File: config.mk
export PLATFORM = sky130hd
export DESIGN_NAME = pps_timebase
export DESIGN_NICKNAME = d
export VERILOG_FILES = /design/src/rtl/pps_pkg.sv /design/src/rtl/pps_tick_ctr.sv /design/src/rtl/pps_sec_ctr.sv /design/src/rtl/pps_trigger.sv /design/src/rtl/pps_timebase.sv
export SDC_FILE = /design/constraint.sdc
export NUM_CORES = 1
export LEC_CHECK = 0
export BUFFER_PORTS_ARGS = -buffer_cell sky130_fd_sc_hd__buf_4
export CAP_MARGIN = 15
export CORE_MARGIN = 2
export CORE_UTILIZATION = 47
export CTS_CLUSTER_SIZE = 16
export DETAILED_ROUTE_END_ITERATION = 10
export PLACE_DENSITY_LB_ADDON = 0.12
export SYNTH_ARGS = -nofsm -noshare
export SYNTH_HDL_FRONTEND = slang
export SYNTH_SLANG_ARGS = --single-unit
File: constraint.sdc
create_clock -name clk_i -period 4.21 [get_ports clk_i]
set_input_delay 0.842 -clock clk_i [delete_from_list [all_inputs] [get_ports clk_i]]
set_output_delay 0.842 -clock clk_i [all_outputs]
set_load 0.01 [all_outputs]
File: src/rtl/pps_pkg.sv
package pps_pkg;
  typedef enum logic [2:0] {
    A_TICK     = 3'd0,
    A_SEC_LO   = 3'd1,
    A_SEC_NOW  = 3'd2,
    A_SEC_NXT  = 3'd3,
    A_DIV_NXT  = 3'd4,
    A_DIV_ONE  = 3'd5,
    A_TRIG_NXT = 3'd6,
    A_RSVD     = 3'd7
  } reg_addr_e;

  typedef enum int unsigned {
    P_DIV  = 0,
    P_ONE  = 1,
    P_TRIG = 2,
    P_SEC  = 3
  } pend_bit_e;
endpackage

File: src/rtl/pps_tick_ctr.sv
module pps_tick_ctr #(
  parameter int unsigned W = 32,
  parameter logic [W-1:0] DEF_DIV = '0
) (
  input  logic         clk_i,
  input  logic         rst_ni,
  input  logic         tick_we_i,
  input  logic         div_we_i,
  input  logic         one_we_i,
  input  logic [W-1:0] wd_i,
  output logic [W-1:0] tick_o,
  output logic         wrap_o,
  output logic         pps_o,
  output logic [W-1:0] act_div_o,
  output logic [W-1:0] base_div_o,
  output logic         div_pend_o,
  output logic         one_pend_o
);
  logic [W-1:0] tick_q, act_q, base_q, div_nxt_q, one_val_q, base_nxt;
  logic div_pend_q, one_pend_q, pps_q, wrap;

  assign wrap     = tick_q >= act_q;
  assign base_nxt = div_pend_q ? div_nxt_q : base_q;

  always_ff @(posedge clk_i or negedge rst_ni) begin
    if (!rst_ni) begin
      tick_q     <= '0;
      act_q      <= DEF_DIV;
      base_q     <= DEF_DIV;
      div_nxt_q  <= DEF_DIV;
      one_val_q  <= '0;
      div_pend_q <= 1'b0;
      one_pend_q <= 1'b0;
      pps_q      <= 1'b0;
    end else begin
      tick_q     <= tick_we_i ? wd_i : (wrap ? '0 : tick_q + 1'b1);
      pps_q      <= wrap;
      if (div_we_i) div_nxt_q <= wd_i;
      if (one_we_i) one_val_q <= wd_i;
      // pending applied with pre-write value, so a write in the wrap cycle waits
      div_pend_q <= div_we_i | (div_pend_q & ~wrap);
      one_pend_q <= one_we_i | (one_pend_q & ~wrap);
      if (wrap) begin
        base_q <= base_nxt;
        act_q  <= one_pend_q ? one_val_q : base_nxt;
      end
    end
  end

  assign tick_o     = tick_q;
  assign wrap_o     = wrap;
  assign pps_o      = pps_q;
  assign act_div_o  = act_q;
  assign base_div_o = base_q;
  assign div_pend_o = div_pend_q;
  assign one_pend_o = one_pend_q;

  assert_tick_wraps_R1: assert property (@(posedge clk_i) disable iff (!rst_ni)
    (wrap && !tick_we_i) |=> tick_q == '0);
  assert_tick_steps_R1: assert property (@(posedge clk_i) disable iff (!rst_ni)
    (!wrap && !tick_we_i) |=> tick_q == $past(tick_q) + 1'b1);
  assert_div_only_at_wrap_R5: assert property (@(posedge clk_i) disable iff (!rst_ni)
    !wrap |=> $stable(act_q));
  assert_one_shot_reverts_R6: assert property (@(posedge clk_i) disable iff (!rst_ni)
    (wrap && !one_pend_q) |=> act_q == base_q);
  assert_pend_clears_R10: assert property (@(posedge clk_i) disable iff (!rst_ni)
    (wrap && !div_we_i && !one_we_i) |=> !div_pend_q && !one_pend_q);
endmodule

File: src/rtl/pps_sec_ctr.sv
module pps_sec_ctr #(
  parameter int unsigned W = 32,
  localparam int unsigned SW = 2 * W
) (
  input  logic          clk_i,
  input  logic          rst_ni,
  input  logic          wrap_i,
  input  logic          lo_we_i,
  input  logic          now_we_i,
  input  logic          nxt_we_i,
  input  logic [W-1:0]  wd_i,
  input  logic          snap_i,
  output logic [SW-1:0] sec_o,
  output logic [W-1:0]  snap_hi_o,
  output logic          pend_o
);
  logic [SW-1:0] sec_q, nxt_q;
  logic [W-1:0]  hold_q, snap_q;
  logic          pend_q;

  always_ff @(posedge clk_i or negedge rst_ni) begin
    if (!rst_ni) begin
      sec_q  <= '0;
      nxt_q  <= '0;
      hold_q <= '0;
      snap_q <= '0;
      pend_q <= 1'b0;
    end else begin
      if (lo_we_i)  hold_q <= wd_i;
      if (nxt_we_i) nxt_q  <= {wd_i, hold_q};
      pend_q <= nxt_we_i | (pend_q & ~wrap_i);
      if (now_we_i)    sec_q <= {wd_i, hold_q};
      else if (wrap_i) sec_q <= pend_q ? nxt_q : sec_q + 1'b1;
      // capture high half together with the live low read
      if (snap_i) snap_q <= sec_q[SW-1:W];
    end
  end

  assign sec_o     = sec_q;
  assign snap_hi_o = snap_q;
  assign pend_o    = pend_q;

  assert_sec_holds_R2: assert property (@(posedge clk_i) disable iff (!rst_ni)
    (!wrap_i && !now_we_i) |=> $stable(sec_q));
  assert_sec_incr_R2: assert property (@(posedge clk_i) disable iff (!rst_ni)
    (wrap_i && !now_we_i && !pend_q) |=> sec_q == $past(sec_q) + 1'b1);
  assert_sec_now_R8: assert property (@(posedge clk_i) disable iff (!rst_ni)
    now_we_i |=> sec_q[SW-1:W] == $past(wd_i));
  assert_sec_staged_R9: assert property (@(posedge clk_i) disable iff (!rst_ni)
    (wrap_i && pend_q && !now_we_i) |=> sec_q == $past(nxt_q));
endmodule

File: src/rtl/pps_trigger.sv
module pps_trigger #(
  parameter int unsigned W = 32,
  parameter logic [W-1:0] DEF_DLY = '1
) (
  input  logic         clk_i,
  input  logic         rst_ni,
  input  logic         wrap_i,
  input  logic [W-1:0] tick_i,
  input  logic         we_i,
  input  logic [W-1:0] wd_i,
  output logic         trig_o,
  output logic [W-1:0] dly_o,
  output logic         pend_o
);
  logic [W-1:0] dly_q, nxt_q;
  logic         pend_q, trig_q, hit;

  assign hit = tick_i == dly_q;

  always_ff @(posedge clk_i or negedge rst_ni) begin
    if (!rst_ni) begin
      dly_q  <= DEF_DLY;
      nxt_q  <= DEF_DLY;
      pend_q <= 1'b0;
      trig_q <= 1'b0;
    end else begin
      if (we_i) nxt_q <= wd_i;
      pend_q <= we_i | (pend_q & ~wrap_i);
      if (wrap_i) begin
        trig_q <= 1'b0;
        if (pend_q) dly_q <= nxt_q;
      end else if (hit) begin
        trig_q <= 1'b1;
      end
    end
  end

  assign trig_o = trig_q;
  assign dly_o  = dly_q;
  assign pend_o = pend_q;

  assert_trig_clears_R4: assert property (@(posedge clk_i) disable iff (!rst_ni)
    wrap_i |=> !trig_q);
  assert_trig_sets_R3: assert property (@(posedge clk_i) disable iff (!rst_ni)
    (hit && !wrap_i) |=> trig_q);
  assert_trig_holds_R3: assert property (@(posedge clk_i) disable iff (!rst_ni)
    (trig_q && !wrap_i) |=> trig_q);
  assert_dly_staged_R7: assert property (@(posedge clk_i) disable iff (!rst_ni)
    !wrap_i |=> $stable(dly_q));
endmodule

File: src/rtl/pps_timebase.sv
module pps_timebase
  import pps_pkg::*;
#(
  parameter int unsigned DEFAULT_DIV = 200000000 - 1
) (
  input  logic        clk_i,
  input  logic        rst_ni,
  input  logic        wr_en_i,
  input  logic [2:0]  wr_addr_i,
  input  logic [31:0] wr_data_i,
  input  logic        rd_en_i,
  input  logic [2:0]  rd_addr_i,
  output logic [31:0] rd_data_o,
  output logic        pps_o,
  output logic        trig_o,
  output logic [3:0]  pend_o
);
  localparam int unsigned DW = 32;
  localparam int unsigned SW = 2 * DW;

  logic [DW-1:0] tick, act_div, base_div, dly, snap_hi;
  logic [SW-1:0] sec;
  logic wrap, div_pend, one_pend, sec_pend, trig_pend;

  function automatic logic we(input reg_addr_e a);
    return wr_en_i && (reg_addr_e'(wr_addr_i) == a);
  endfunction

  pps_tick_ctr #(.W(DW), .DEF_DIV(DW'(DEFAULT_DIV))) u_tick (
    .clk_i, .rst_ni,
    .tick_we_i (we(A_TICK)),
    .div_we_i  (we(A_DIV_NXT)),
    .one_we_i  (we(A_DIV_ONE)),
    .wd_i      (wr_data_i),
    .tick_o    (tick),
    .wrap_o    (wrap),
    .pps_o     (pps_o),
    .act_div_o (act_div),
    .base_div_o(base_div),
    .div_pend_o(div_pend),
    .one_pend_o(one_pend)
  );

  pps_sec_ctr #(.W(DW)) u_sec (
    .clk_i, .rst_ni,
    .wrap_i   (wrap),
    .lo_we_i  (we(A_SEC_LO)),
    .now_we_i (we(A_SEC_NOW)),
    .nxt_we_i (we(A_SEC_NXT)),
    .wd_i     (wr_data_i),
    .snap_i   (rd_en_i && (reg_addr_e'(rd_addr_i) == A_SEC_LO)),
    .sec_o    (sec),
    .snap_hi_o(snap_hi),
    .pend_o   (sec_pend)
  );

  pps_trigger #(.W(DW)) u_trig (
    .clk_i, .rst_ni,
    .wrap_i(wrap),
    .tick_i(tick),
    .we_i  (we(A_TRIG_NXT)),
    .wd_i  (wr_data_i),
    .trig_o(trig_o),
    .dly_o (dly),
    .pend_o(trig_pend)
  );

  always_comb begin
    pend_o         = '0;
    pend_o[P_DIV]  = div_pend;
    pend_o[P_ONE]  = one_pend;
    pend_o[P_TRIG] = trig_pend;
    pend_o[P_SEC]  = sec_pend;
  end

  always_comb begin
    unique case (reg_addr_e'(rd_addr_i))
      A_TICK:     rd_data_o = tick;
      A_SEC_LO:   rd_data_o = sec[DW-1:0];
      A_SEC_NOW:  rd_data_o = snap_hi;
      A_SEC_NXT:  rd_data_o = base_div;
      A_DIV_NXT:  rd_data_o = act_div;
      A_TRIG_NXT: rd_data_o = dly;
      default:    rd_data_o = '0;
    endcase
  end

  assert_pps_after_wrap_R2: assert property (@(posedge clk_i) disable iff (!rst_ni)
    pps_o |-> tick == '0 || $past(wr_en_i));
endmodule

== Yosys cells after proc, flatten, opt, wreduce, memory -nomap -nowiden ==
Index checks and enable logic that the tools add are counted.

* $add $sub $neg: 2
* $lt $le $gt $ge: 1
* Equal/unequal tests: 12
* Muxes and demuxes: 10
* Bitwise logic cells: 9
* Reduce and logical (&&, ||, !) cells: 13

{| class="wikitable"
|+ Operator list
! cell !! number
|-
| $mux W64 || 3
|-
| $pmux W32 S6 || 1
|-
| $mux W32 || 4
|-
| $add A64 B1 Y64 const B || 1
|-
| $add A32 B1 Y32 const B || 1
|-
| $eq A32 B32 Y1 || 1
|-
| $ge A32 B32 Y1 || 1
|-
| $eq A3 B3 Y1 const B || 5
|-
| $eq A3 B2 Y1 const B || 4
|-
| $logic_and A1 B1 Y1 || 8
|-
| $eq A3 B1 Y1 const B || 2
|-
| $logic_not A3 Y1 || 2
|-
| $and A1 B1 Y1 || 4
|-
| $or A1 B1 Y1 || 4
|-
| $reduce_bool A2 Y1 || 2
|-
| $mux W1 || 2
|-
| $reduce_and A2 Y1 || 1
|-
| $not A1 Y1 || 1
|}

* Bits in registers: 422
* Bits of input ports: 42
* Output and inout port bits: 38

== Longest topological paths before layout ==
* Depth after elaboration: 4
* Gate-level depth with buffers: 12
* Mapped depth without buffers: 10

== By module ==
A second synthesis with hierarchy kept.

* Cells, all modules: 1941
* Area, all modules: 22416.5 µm²

{| class="wikitable"
|+ Modules (own cells, without submodules)
! module !! instances !! cells each !! area each (µm²) !! seq. area each (µm²)
|-
| pps_sec_ctr || 1 || 870 || 9455.3 || 4829.6
|-
| pps_tick_ctr || 1 || 649 || 8205.4 || 4154.0
|-
| pps_trigger || 1 || 184 || 2872.8 || 1731.7
|-
| pps_timebase || 1 || 238 || 1883.1 || 0.0
|}

== Worst setup path after synthesis ==
OpenSTA, ideal clock, no wires.

* Kind: reg2reg
* Start point: register u_tick.act_q[15] (netlist: u_tick.act_div_o[15])
* End point: register u_tick.base_q[28] (netlist: u_tick.base_div_o[28])
* Library setup time: 0.128 ns
* Arrival time: 2.764 ns
* Data required time: 4.082 ns
* Slack: 1.319 ns
* Cell stages (with the launch flop): 12
* Buffers on the path: 1
* Clock period less this slack: 2.891 ns
* Cells stage by stage: dfstp_2 inv_1 ha_1 nand4_1 or4_1 o32a_1 a21oi_1 nor2_2 inv_2 buf_4 nand2_1 mux2_1

* Word-level cells in the longest chain between the ends: 1

{| class="wikitable"
|+ RTL lines
! item !! line !! text
|-
| start, declared || pps_tick_ctr.sv:19 || <nowiki>logic [W-1:0] tick_q, act_q, base_q, div_nxt_q, one_val_q, base_nxt;</nowiki>
|-
| start signal, assigned || pps_tick_ctr.sv:45 || <nowiki>act_q <= one_pend_q ? one_val_q : base_nxt;</nowiki>
|-
| $ge A32 B32 Y1 || pps_tick_ctr.sv:22 || <nowiki>assign wrap = tick_q >= act_q;</nowiki>
|-
| end signal, assigned || pps_tick_ctr.sv:44 || <nowiki>base_q <= base_nxt;</nowiki>
|-
| end, declared || pps_tick_ctr.sv:19 ||
|}

No other way between the ends.
A chain may end at the register's enable or synchronous reset.

== Final worst setup path ==
Same ends and word-level chain as after synthesis.

==> load_flow_metrics.sql <==
INSERT INTO impl_metrics (metric_group, metric, value, unit) VALUES
('clock_tree', 'cts_setup_buffers', '0', ''),
('floorplan', 'design.core.area', '0.0454', 'mm2'),
('place', 'dp_worst_setup_slack', '600', 'ps'),
('pwr', 'power_leakage', '10.1', 'nW'),
('worst_setup_path', 'max_fanout_on_critical_path', '27', ''),
('global_route', 'globalRoute.totalOverflow', '0', ''),
('logic_synthesis', 'most_frequently_used_flop_master_after_synthesis', 'dfrtp_1', ''),
('global_route', 'grt_pass1_vias', '16439', ''),
('floorplan', 'floorplan.die.width', '218', 'um'),
('place', 'place.port_buffers', '79', ''),
('logic_synthesis', 'synth-seq-area-share', '0.497', ''),
('global_route', 'grt_use_total', '0.295', ''),
('sta', 'final.period_utilization', '0.875', ''),
('routing', 'antenna_violating_nets_post_route', '0', ''),
('clock_tree', 'clk_root_buffer_cell', 'clkbuf_16', ''),
('pwr', 'ir_worst_vdd', '0.786', 'mV'),
('flow_run', 'cap_viol_max_count', '0', ''),
('sta', 'grt_setup_unrepaired', 'no', ''),
('logic_synthesis', 'synthDominantCellAreaShare', '0.346', ''),
('sta', 'final_period_minus_worst_setup_slack', '3680', 'ps'),
('logic_synthesis', 'syn_inst', '2012', ''),
('logic_synthesis', 'syn_area_per_cell', '10.7', 'um2'),
('floorplan', 'row_count', '78', ''),
('clock_tree', 'clkSlewWorstSetupHoldPaths', '60', 'ps'),
('routing', 'wire_per_inst', '25.9', 'um'),
('clock_tree', 'cts.htree.levels', '2', ''),
('sta', 'final_hold_fails', '0', ''),
('routing', 'detail_route.vias_per_cell', '6.32', ''),
('pwr', 'post-layout-total-power', '0.0188', 'W'),
('sta', 'final_worst_clock_skew', '16.5', 'ps'),
('worst_setup_path', 'rr_worst_depth', '11', ''),
('routing', 'sum_of_routed_wire_length_over_all_layers', '69200', 'um'),
('worst_setup_path', 'timing.setup.critical_path_class', 'flop to flop', ''),
('clock_tree', 'cts_resized', '0', ''),
('worst_setup_path', 'crit_arrival', '4150', 'ps'),
('logic_synthesis', 'synth-edff-count', '0', ''),
('clock_tree', 'clockBufferDepth', '3', ''),
('routing', 'vias', '16901', ''),
('clock_tree', 'tritoncts_num_sinks', '422', ''),
('sta', 'finalMaxSlewViolations', '0', ''),
('sta', 'endpoints_failing_setup', '0', ''),
('routing', 'detailedRoute.firstPassIterationCount', '6', ''),
('floorplan', 'io_pins', '80', ''),
('routing', 'detailedRoute.firstIterationViolations', '1834', ''),
('logic_synthesis', 'yosys.cell_types.count', '71', ''),
('place', 'routabilityCongestion', '0.877', ''),
('logic_synthesis', 'yosysWarnings', '0', ''),
('global_route', 'initial_antenna_violation_count', '3', ''),
('finish', 'n_antenna_cell', '0', ''),
('place', 'dp_hpwl', '45500', 'um'),
('floorplan', 'die-area', '0.0476', 'mm2'),
('floorplan', 'die-height', '218', 'um'),
('sta', 'total_neg_setup_slack', '0', 'ps'),
('clock_tree', 'cts_tree', 'built', ''),
('sta', 'postLayoutSetupSlackWorst', '525', 'ps'),
('finish', 'final_layout_size_suffix_gt1_frac', '0.282', ''),
('finish', 'final_net_count', '2114', ''),
('logic_synthesis', 'synth.largest_area_cell', 'dfrtp_1', ''),
('logic_synthesis', 'synth-async-reset-ratio', '1.00', ''),
('clock_tree', 'cts_made_buffers', '47', ''),
('clock_tree', 'worst_skew_pair_later_pin_latency', '590', 'ps'),
('run_status', 'outcome', 'complete, no violations', ''),
('finish', 'layout-area-overhead-vs-synth', '13.2', '%'),
('logic_synthesis', 'syn_nets', '2088', ''),
('worst_setup_path', 'timing.critical_path.required', '4680', 'ps'),
('pwr', 'power_density', '771', 'mW/mm2'),
('sta', 'max_slew.worst_pin.slew', '1070', 'ps'),
('sta', 'timing.slew.headroom', '0.284', ''),
('sta', 'holdWs', '262', 'ps'),
('global_route', 'grt_first_pass_wirelength', '106000', 'um'),
('worst_setup_path', 'crit_path_launch_type', 'flop', ''),
('floorplan', 'start_util', '0.476', ''),
('clock_tree', 'cts-hold-fix-buffers', '0', ''),
('worst_setup_path', 'timing.critical_path.to_type', 'flop', ''),
('logic_synthesis', 'post_synth_main_area_contributors', 'dfrtp_1 35%, dfstp_2 15%, mux2_2 12%', ''),
('routing', 'post-route-drc-count', '0', ''),
('logic_synthesis', 'synthesis.area', '0.0216', 'mm2'),
('logic_synthesis', 'synth-seq-cells', '422', ''),
('global_route', 'grt_start_max_net_pins', '95', ''),
('sta', 'clock.fmax', '271', 'MHz'),
('worst_hold_path', 'hold_path_class', 'input port to async pin', '');
## final cells by class
class / instances / area, um2
Clock buffer: 76 / 1470
Clock inverter: 11 / 80.1
Fill cell: 3987 / 20900
Inverter: 43 / 166
Multi-Input combinational cell: 1399 / 10100
Sequential cell: 422 / 10700
Tap cell: 600 / 751
Timing Repair Buffer: 125 / 1100
## synthesized netlist by cell type (5+ instances only)
cell        n
and2_1     10
or4_1       6
nor3_1     19
xnor2_1    49
o22ai_1     5
nor2_1     95
a22oi_1    99
nand2b_1   16
nand3_1    80
buf_1       8
mux2_1     34
a21oi_1   106
inv_1      42
and3_1     15
ha_1       34
nor4_1      8
mux2_2    229
a22o_1     17
a21o_1      9
o21ai_1    17
nand4_1    37
buf_2      21
o221a_2     6
buf_4      10
o31ai_1    32
xor2_1     25
o211ai_1   39
dfrtp_1   298
mux2i_1    47
a31oi_1    19
and4_1     13
dfstp_2   124
clkbuf_1  108
o21ai_0    94
o31a_1      5
nand2_1   170
## routing by layer
metal,vias up,share of wire,global-route usage
li1,7430,-,-
met1,8659,0.44,0.423
met2,668,0.44,0.438
met3,140,0.085,0.0674
met4,4,0.034,0.107
met5,-,0.00045,0
## kinds of logic after synthesis
| group | Yosys count | synth area share |
|---|---|---|
| compound gates | 487 | 0.148 |
| xor+xnor | 74 | 0.0300 |
| fa+ha+maj | 34 | 0.0197 |
| buf+inv | 191 | 0.0362 |
| flops | 422 | 0.497 |
| mux | 310 | 0.159 |
| simple gates | 494 | 0.111 |
## per-stage QoR
stage / cell area (um2) / util / instances
floorplan: 21600 / - / 2012
global placement: 22900 / 0.504 / 2588
detailed placement: 22900 / 0.504 / 2588
CTS: 24400 / 0.538 / 2675
global route: 24400 / 0.538 / 2676
finish: 24400 / 0.538 / 2676
## worst max-delay path, cell delays in order, from the launching register on
cell	delay [ps]
dfstp_2	520
inv_1	60
ha_1	320
nand4_1	280
or4_1	600
o32a_1	290
a21oi_1	330
nor2_4	80
inv_6	180
buf_4	310
nand2_1	190
mux2_1	390
## registers in the layout, indices dropped and copies added, names as in the netlist
name	cells
u_tick.base_div_o	32
u_tick.div_nxt_q	32
u_trig.nxt_q	32
u_tick.tick_o	32
u_trig.dly_o	32
u_trig.trig_o	1
u_tick.act_div_o	32
u_tick.one_pend_o	1
u_trig.pend_o	1
u_tick.pps_o	1
u_sec.snap_hi_o	32
u_sec.sec_o	64
u_tick.div_pend_o	1
u_sec.nxt_q	64
u_tick.one_val_q	32
u_sec.hold_q	32
u_sec.pend_o	1
## placed cells by master (no fill, tap or decap), types with 19 or more instances in the layout
| cell | n |
|---|---|
| ha_1 | 34 |
| o211ai_1 | 39 |
| clkbuf_16 | 49 |
| a22oi_1 | 99 |
| buf_4 | 111 |
| nand3_1 | 78 |
| a21oi_1 | 106 |
| o31ai_1 | 32 |
| a31oi_1 | 19 |
| xnor2_1 | 49 |
| inv_1 | 40 |
| o21ai_0 | 94 |
| mux2i_1 | 47 |
| nand2_1 | 168 |
| xor2_1 | 25 |
| nor2_1 | 95 |
| nand4_1 | 37 |
| dfstp_2 | 124 |
| dfrtp_1 | 296 |
| mux2_1 | 34 |
| mux2_2 | 229 |
## report_power, final
part	leakage, nW	switching, W	internal [W]	total, W
registers	4.97	0.00170	0.00594	0.00764
logic	4.31	0.00412	0.00291	0.00704
clock network	0.773	0.00172	0.00244	0.00415
total	10.1	0.00754	0.0113	0.0188
## final timing paths
check / start / end / slack, ps
max in group asynchronous: rst_ni / u_tick.div_nxt_q[5] / 2930
min: rst_ni / u_tick.one_val_q[6] / 260
min reg2reg: u_sec.nxt_q[39] / u_sec.nxt_q[39] / 500
min in group clk_i: u_sec.nxt_q[39] / u_sec.nxt_q[39] / 500
max reg2reg: u_tick.act_div_o[15] / u_tick.base_div_o[28] / 530
max: u_tick.act_div_o[15] / u_tick.base_div_o[28] / 530
No activity file was read; power rests on OpenSTA's default activity.
